**config.mk**
```make
export PLATFORM = sky130hd
export DESIGN_NAME = bus_region_arb
export DESIGN_NICKNAME = d
export VERILOG_FILES = /design/src/rtl/bra_pkg.sv /design/src/rtl/bra_conflict.sv /design/src/rtl/bra_dma_slot.sv /design/src/rtl/bra_starve_ctr.sv /design/src/rtl/bus_region_arb.sv
export SDC_FILE = /design/constraint.sdc
export NUM_CORES = 1
export LEC_CHECK = 0
export BUFFER_PORTS_ARGS = -buffer_cell sky130_fd_sc_hd__buf_4
export CORE_MARGIN = 1.5
export CORE_UTILIZATION = 49
export DETAILED_ROUTE_END_ITERATION = 8
export PLACE_DENSITY = 0.72
export RECOVER_POWER = 25
export SYNTH_ARGS = -nofsm -noshare
export SYNTH_HDL_FRONTEND = slang
export SYNTH_HIERARCHICAL = 1
export SYNTH_SLANG_ARGS = --single-unit
```
**constraint.sdc**
```tcl
create_clock -name clk_i -period 2.4 [get_ports clk_i]
set_input_delay 0.48 -clock clk_i [delete_from_list [all_inputs] [get_ports clk_i]]
set_output_delay 0.48 -clock clk_i [all_outputs]
set_load 0.005 [all_outputs]
```
**src/rtl/bra_pkg.sv**
```systemverilog
package bra_pkg;
  typedef logic [1:0] region_t;

  localparam region_t RGN_ROM = 2'b00;
  localparam region_t RGN_RAM = 2'b01;
  localparam region_t RGN_PIO = 2'b10;
  localparam region_t RGN_EXT = 2'b11;

  // peripheral I/O and external memory ride the shared system path
  function automatic logic on_system_path(region_t r);
    return (r == RGN_PIO) || (r == RGN_EXT);
  endfunction
endpackage

```
**src/rtl/bra_conflict.sv**
```systemverilog
module bra_conflict
  import bra_pkg::*;
(
  input  region_t cpu_rgn_i,
  input  region_t src_i,
  input  region_t dst_i,
  output logic    conflict_o
);
  logic touches_path;

  always_comb begin
    touches_path = (cpu_rgn_i == src_i) || (cpu_rgn_i == dst_i);
    conflict_o   = on_system_path(cpu_rgn_i) || touches_path;
  end
endmodule

```
**src/rtl/bra_dma_slot.sv**
```systemverilog
module bra_dma_slot
  import bra_pkg::*;
(
  input  logic    clk_i,
  input  logic    rst_ni,
  input  logic    accept_i,
  input  logic    done_i,
  input  region_t src_i,
  input  region_t dst_i,
  output logic    active_o,
  output logic    live_o,
  output region_t src_o,
  output region_t dst_o
);
  logic    active_q;
  region_t src_q, dst_q;

  always_ff @(posedge clk_i or negedge rst_ni) begin
    if (!rst_ni) begin
      active_q <= 1'b0;
      src_q    <= RGN_ROM;
      dst_q    <= RGN_ROM;
    end else if (accept_i) begin
      active_q <= 1'b1;
      src_q    <= src_i;
      dst_q    <= dst_i;
    end else if (done_i) begin
      active_q <= 1'b0;
    end
  end

  assign active_o = active_q;
  assign live_o   = active_q && !done_i;
  assign src_o    = src_q;
  assign dst_o    = dst_q;

  // a running cycle must never be overwritten
  p_no_accept_live_r2: assert property (@(posedge clk_i) disable iff (!rst_ni)
    active_q && !done_i |-> !accept_i);
  p_hold_r2: assert property (@(posedge clk_i) disable iff (!rst_ni)
    active_q && !done_i |=> active_q && $stable(src_q) && $stable(dst_q));
endmodule

```
**src/rtl/bra_starve_ctr.sv**
```systemverilog
module bra_starve_ctr #(
  parameter int LIMIT = 8
) (
  input  logic clk_i,
  input  logic rst_ni,
  input  logic clear_i,
  input  logic inc_i,
  output logic at_limit_o
);
  localparam int CW = $clog2(LIMIT + 1);

  logic [CW-1:0] cnt_q;

  always_ff @(posedge clk_i or negedge rst_ni) begin
    if (!rst_ni)                 cnt_q <= '0;
    else if (clear_i)            cnt_q <= '0;
    else if (inc_i && !at_limit_o) cnt_q <= cnt_q + 1'b1;
  end

  assign at_limit_o = (cnt_q == CW'(LIMIT));

  p_cnt_bound_r8: assert property (@(posedge clk_i) disable iff (!rst_ni)
    cnt_q <= CW'(LIMIT));
  p_cnt_step_r8: assert property (@(posedge clk_i) disable iff (!rst_ni)
    !clear_i && inc_i && !at_limit_o |=> cnt_q == $past(cnt_q) + 1'b1);
endmodule

```
**src/rtl/bus_region_arb.sv**
```systemverilog
module bus_region_arb
  import bra_pkg::*;
#(
  parameter int STARVE_LIMIT = 8
) (
  input  logic       clk_i,
  input  logic       rst_ni,
  input  logic       cpu_req_i,
  input  logic [1:0] cpu_region_i,
  input  logic       dma_req_i,
  input  logic [1:0] dma_src_i,
  input  logic [1:0] dma_dst_i,
  input  logic       dma_done_i,
  output logic       cpu_gnt_o,
  output logic       cpu_wait_o,
  output logic       dma_gnt_o,
  output logic       dma_wait_o,
  output logic       busy_o
);
  localparam int NCHK = 2;  // 0: running cycle, 1: incoming request

  logic    active, live, free_edge;
  region_t lat_src, lat_dst;
  region_t chk_src [NCHK];
  region_t chk_dst [NCHK];
  logic    conf    [NCHK];
  logic    at_limit, starve_win, dma_accept, cpu_ok, stall_inc;
  logic    cpu_gnt_q, cpu_wait_q, dma_wait_q;

  assign chk_src[0] = lat_src;
  assign chk_dst[0] = lat_dst;
  assign chk_src[1] = dma_src_i;
  assign chk_dst[1] = dma_dst_i;

  for (genvar g = 0; g < NCHK; g++) begin : g_conf
    bra_conflict u_conf (
      .cpu_rgn_i (cpu_region_i),
      .src_i     (chk_src[g]),
      .dst_i     (chk_dst[g]),
      .conflict_o(conf[g])
    );
  end

  bra_dma_slot u_slot (
    .clk_i   (clk_i),
    .rst_ni  (rst_ni),
    .accept_i(dma_accept),
    .done_i  (dma_done_i),
    .src_i   (dma_src_i),
    .dst_i   (dma_dst_i),
    .active_o(active),
    .live_o  (live),
    .src_o   (lat_src),
    .dst_o   (lat_dst)
  );

  always_comb begin
    free_edge  = !live;
    starve_win = free_edge && dma_req_i && cpu_req_i && conf[1] && at_limit;
    dma_accept = free_edge && dma_req_i && !starve_win;
    if (live)            cpu_ok = cpu_req_i && !conf[0];
    else if (dma_accept) cpu_ok = cpu_req_i && !conf[1];
    else                 cpu_ok = cpu_req_i;
    stall_inc  = dma_accept && cpu_req_i && conf[1];
  end

  bra_starve_ctr #(.LIMIT(STARVE_LIMIT)) u_starve (
    .clk_i     (clk_i),
    .rst_ni    (rst_ni),
    .clear_i   (!cpu_req_i || cpu_ok),
    .inc_i     (stall_inc),
    .at_limit_o(at_limit)
  );

  always_ff @(posedge clk_i or negedge rst_ni) begin
    if (!rst_ni) begin
      cpu_gnt_q  <= 1'b0;
      cpu_wait_q <= 1'b0;
      dma_wait_q <= 1'b0;
    end else begin
      cpu_gnt_q  <= cpu_ok;
      cpu_wait_q <= cpu_req_i && !cpu_ok;
      dma_wait_q <= free_edge && dma_req_i && !dma_accept;
    end
  end

  assign cpu_gnt_o  = cpu_gnt_q;
  assign cpu_wait_o = cpu_wait_q;
  assign dma_gnt_o  = active;
  assign dma_wait_o = dma_wait_q;
  assign busy_o     = active;

  p_gnt_release_r2: assert property (@(posedge clk_i) disable iff (!rst_ni)
    dma_gnt_o && dma_done_i && !dma_req_i |=> !dma_gnt_o);
  p_dma_first_r3: assert property (@(posedge clk_i) disable iff (!rst_ni)
    (!dma_gnt_o || dma_done_i) && dma_req_i && !cpu_req_i |=> dma_gnt_o);
  p_path_stall_r4: assert property (@(posedge clk_i) disable iff (!rst_ni)
    dma_gnt_o && !dma_done_i && cpu_req_i && cpu_region_i[1] |=> !cpu_gnt_o);
  p_done_release_r7: assert property (@(posedge clk_i) disable iff (!rst_ni)
    dma_gnt_o && dma_done_i && !dma_req_i && cpu_req_i |=> cpu_gnt_o);
  p_cpu_excl_r10: assert property (@(posedge clk_i) disable iff (!rst_ni)
    !(cpu_gnt_o && cpu_wait_o));
  p_dma_excl_r10: assert property (@(posedge clk_i) disable iff (!rst_ni)
    !(dma_gnt_o && dma_wait_o) || $past(dma_req_i));
endmodule

```
Word-level counts from Yosys, hierarchy flattened:

Cells that the tools add are included.

* multiplexer cells: 6
* equal/unequal tests: 7
* $add $sub $neg: 1
* reductions and logical operators: 30

Operator list (count)
* logical AND 1 bit: 13
* zero test 1 bit: 9
* == test 2 bit: 4
* 2-to-1 mux 4 bit: 2
* logical OR 1 bit: 6
* adder 4 x 1 -> 4 bit (second input constant): 1
* == test 2 bit (second input constant): 2
* == test 4 bit (second input constant): 1
* 2-to-1 mux 1 bit: 4
* nonzero test 2 bit: 2

* bits of input ports: 11
* output and inout bits: 5
* flip-flop bits (word level): 12
* word-level logic and storage cells: 51

Logic depth before layout (Yosys ltp):

* depth in word-level cells: 14
* gate-level depth with buffers: 8
* gate-level depth less buffers: 8

By module:

Netlist, hierarchy kept.

By module, submodules not included
* bra_starve_ctr: area each 232.7 um^2, instances 1, cells an instance 24
* bra_dma_slot: area each 190.2 um^2, instances 1, cells an instance 11
* bus_region_arb: area each 156.4 um^2, instances 1, cells an instance 15
* bra_conflict: area each 30.0 um^2, instances 2, cells an instance 4

Worst setup path before layout:

No wires, ideal clock.

* path kind: input to register
* start point: input cpu_region_i[0]
* end point: register u_starve.cnt_q[0]
* arrival: 1691 ps
* data required time: 2275 ps
* setup time: 125 ps
* buffers on the path: 0
* stages: 5
* path slack: 584 ps
* cells stage by stage: xor2_1 > o221ai_1 > nor3b_1 > o21a_1 > mux2_4

RTL lines
* start: declaration: line bus_region_arb.sv:9 `input logic [1:0] cpu_region_i,`
* end signal: assignment: line bra_starve_ctr.sv:17 `else if (inc_i && !at_limit_o) cnt_q <= cnt_q + 1'b1;`
* end: declaration: line bra_starve_ctr.sv:12 `logic [CW-1:0] cnt_q;`

Worst setup path in the final report:

* start point: register u_starve.cnt_q[0]
* end point: register u_starve.cnt_q[2]

* longest elaborated chain between the ends: 8

RTL lines
* == test 4 bit: line bra_starve_ctr.sv:20 `assign at_limit_o = (cnt_q == CW'(LIMIT));`
* via at_limit: line bus_region_arb.sv:27 `logic at_limit, starve_win, dma_accept, cpu_ok, stall_inc;`
* logical AND 1 bit: line bus_region_arb.sv:59 `starve_win = free_edge && dma_req_i && cpu_req_i && conf[1] && at_limit;`
* zero test 1 bit: line bus_region_arb.sv:60 `dma_accept = free_edge && dma_req_i && !starve_win;`
* logical AND 1 bit: line bus_region_arb.sv:60
* logical AND 1 bit (2 in series): line bus_region_arb.sv:64 `stall_inc = dma_accept && cpu_req_i && conf[1];`
* via stall_inc: line bus_region_arb.sv:27
* logical AND 1 bit: line bra_starve_ctr.sv:17
* nonzero test 2 bit (no line)

The timed path passes the listed nets, and every way through them passes these cells. The select of a mux whose other input is x is not followed.
A chain may end at the register's enable or synchronous reset.

==> metrics <==
Min-Delay Path Class=in -> async; Final Hold Fails=0; clock transition at the registers of the reported paths=0.07 ns; final setup TNS=0 ns; first-pass GRT wire length=1730 um; Int Power=324 uW; antenna cell count=0; Setup Buffers After CTS=0; CTS tree=yes; RSZ-0062 raised after global routing=no; Worst slew margin=58.8%; Starting Density=55.3%; fin area=788 um^2; Distinct cells, synth=25; worst setup path startpoint=u_starve/cnt_q[0]$_DFFE_PN0P_; Num Clock Sinks=12; Comb pwr share=19.4%; die width=39.1 um; CTS buffer count=3; WL/cell=12.4 um; multiplexer share of the synthesized area=11.0%; sequential group share of total power=53.1%; Reg2Reg Setup Slack=0.50 ns; CP Capture Type=flop; starting DRC count in detailed routing=10; ys async rst share=100%; f_max=526 MHz; Final #Nets=91; CTS Hold Bufs=0; top-count cell post-synth=dfrtp_1; worst slew pin tran=0.617 ns; Avg Inst Size Synth=11.0 um^2; Final Wtd Congestion=0.722; GRT Util Overall=18.1%; post-synth net total=71; vias per cell=5.07; net switching power=103 uW; Arr. time, crit path=2.09 ns; post-DP HPWL=851 um; synth-to-layout area growth=23.3%; Final Max Tran Viols=0; Tot Pwr=427 uW; H-tree depth=1; Ports=16; clk_skew=0.000383 ns; die area=1530 um^2; Critical Path RT=2.59 ns; I/O Buffers=15; post-synthesis cell count=58; First-pass DRT Iterations=4; Core Area=1160 um^2; final wirelength=1110 um; top cells by area, synth=dfrtp_1, mux2_2, xor2_1; Post-synth top cells=dfrtp_1, inv_1, nand2_1, nor2_1, xor2_1; largest net degree at the start of global routing=13; CP Class=reg -> reg; initial antenna violation count=0; Netlist Area Pre-Place=639 um^2; part of the cycle the worst path needs=79.2%; Clk network pwr share=27.5%; max_cap viols=0; worst-path maximum fanout=4; Adder-Cell Fraction of Synth Area=3.91%; Antenna Nets Post-Route=0; status=complete, no violations; worst vdd ir=0.306 mV; placed cells=87; number of gates resized after cts=0; post-synthesis simple-gate area fraction=18.4%; synth warn=6; sw frac=24.1%; Synth Area in Compound Gates=8.81%; final hold slack=0.198 ns; DR vias=456; vias in the first global route=418; Leak Pwr=0.377 nW; Layout Cells excl Fill=90; Setup violations, final=0; DRC=0; grt ovf=0; Skew-Pair Late Insertion Delay=0.26 ns; worst reg2reg startpoint=u_starve/cnt_q[0]$_DFFE_PN0P_; CTS Buffer Depth=2; minimum clock period=1.90 ns; post-synth top area cell=dfrtp_1; layout cells sized above 1=32.9%; share of the synthesized area in the top cell type=47.0%; Std-Cell Rows=12; total power per unit cell area=541 nW/um^2; clock root cell=clkbuf_4; FF+latch count, synth=12; Synth Area in XOR/XNOR=6.85%; Main synth FF type=dfrtp_1; type of origin of the critical path=flop; register area share after synthesis=47.0%; die height=39.1 um; Placed Area=769 um^2; combinational family with the most area after synthesis=simple AND/OR/NAND/NOR gates; Post-synth EDFFs=0
-- critical path, stage by stage, from the launching register on --
cell and delay [ns]:
dfrtp_1 0.41, inv_1 0.08, ha_1 0.19, nand2_1 0.10, nor2_1 0.10, nor3b_1 0.32
nand2_1 0.12, or3b_1 0.37, a21oi_1 0.14
-- final timing paths --
kind,end,cells past startpoint
min,cpu_gnt_o$_DFF_PN0_,1
max,u_starve/cnt_q[2]$_DFFE_PN0P_,8
min in group clk_i,u_slot/src_o[0]$_DFFE_PN0P_,2
min reg2reg,u_slot/src_o[1]$_DFFE_PN0P_,1
max reg2reg,u_starve/cnt_q[2]$_DFFE_PN0P_,8
max in group asynchronous,u_starve/cnt_q[1]$_DFFE_PN0P_,1
-- metrics by stage --
step	utilization, %	setup slack (ns)
5_1_grt	68.2	0.375
4_1_cts	68.5	0.518
2_1_floorplan	-	0.584
6_report	68.2	0.500
3_5_place_dp	66.6	0.255
3_3_place_gp	66.6	0.346
-- cells in the final DEF (no fill, tap or decap), types with 2 or more instances in the layout --
cell type  instances
clkbuf_4           3
mux2_2             4
o221ai_1           2
dfrtp_1           12
nand2b_1           2
inv_1              5
ha_1               2
xor2_1             5
buf_4             15
nand2_1            5
nor2_1             5
-- cell families (layout without fill, tap and decap cells) --
group,after synthesis,in the layout
and+or+nand+nor,20,20
DFF,12,12
AOI/OAI and AO/OA,7,7
muxes,6,6
buffers and inverters,6,24
xor gates and xnor gates,5,5
adders and majority gates,2,2
-- routing by layer --
layer	up-vias	GRT usage, %	part of all wire, %
met1	207	22.1	47
met4	0	15.5	1.1
met3	2	3.47	4.2
met5	-	0	0
met2	11	26.7	47
li1	236	-	-
-- flip-flops by register name (all words and copies together) (netlist names) --
register and cells:
cpu_gnt_o 1, cpu_wait_o 1, dma_wait_o 1, u_slot/active_o 1, u_slot/dst_o 2, u_slot/src_o 2
u_starve/cnt_q 4
-- cell type report --
type                       count  area [um^2]
fill                          99          368
multi-input combinational     40          313
sequential                    12          300
timing repair buffer          16          116
clock buffer                   3         22.5
inverter                       5         18.8
tap                           14         17.5
-- power by group through the flow --
| stage | registers (mW) | clock network, mW | logic, mW |
|---|---|---|---|
| after floorplan | 0.230 | 0 | 0.0463 |
| after global placement | 0.230 | 0 | 0.0826 |
| after detailed placement | 0.231 | 0 | 0.0836 |
| after CTS | 0.227 | 0.124 | 0.0842 |
| after global routing | 0.228 | 0.133 | 0.0908 |
| final | 0.227 | 0.117 | 0.0829 |
Power figures use the tool's default switching activity.
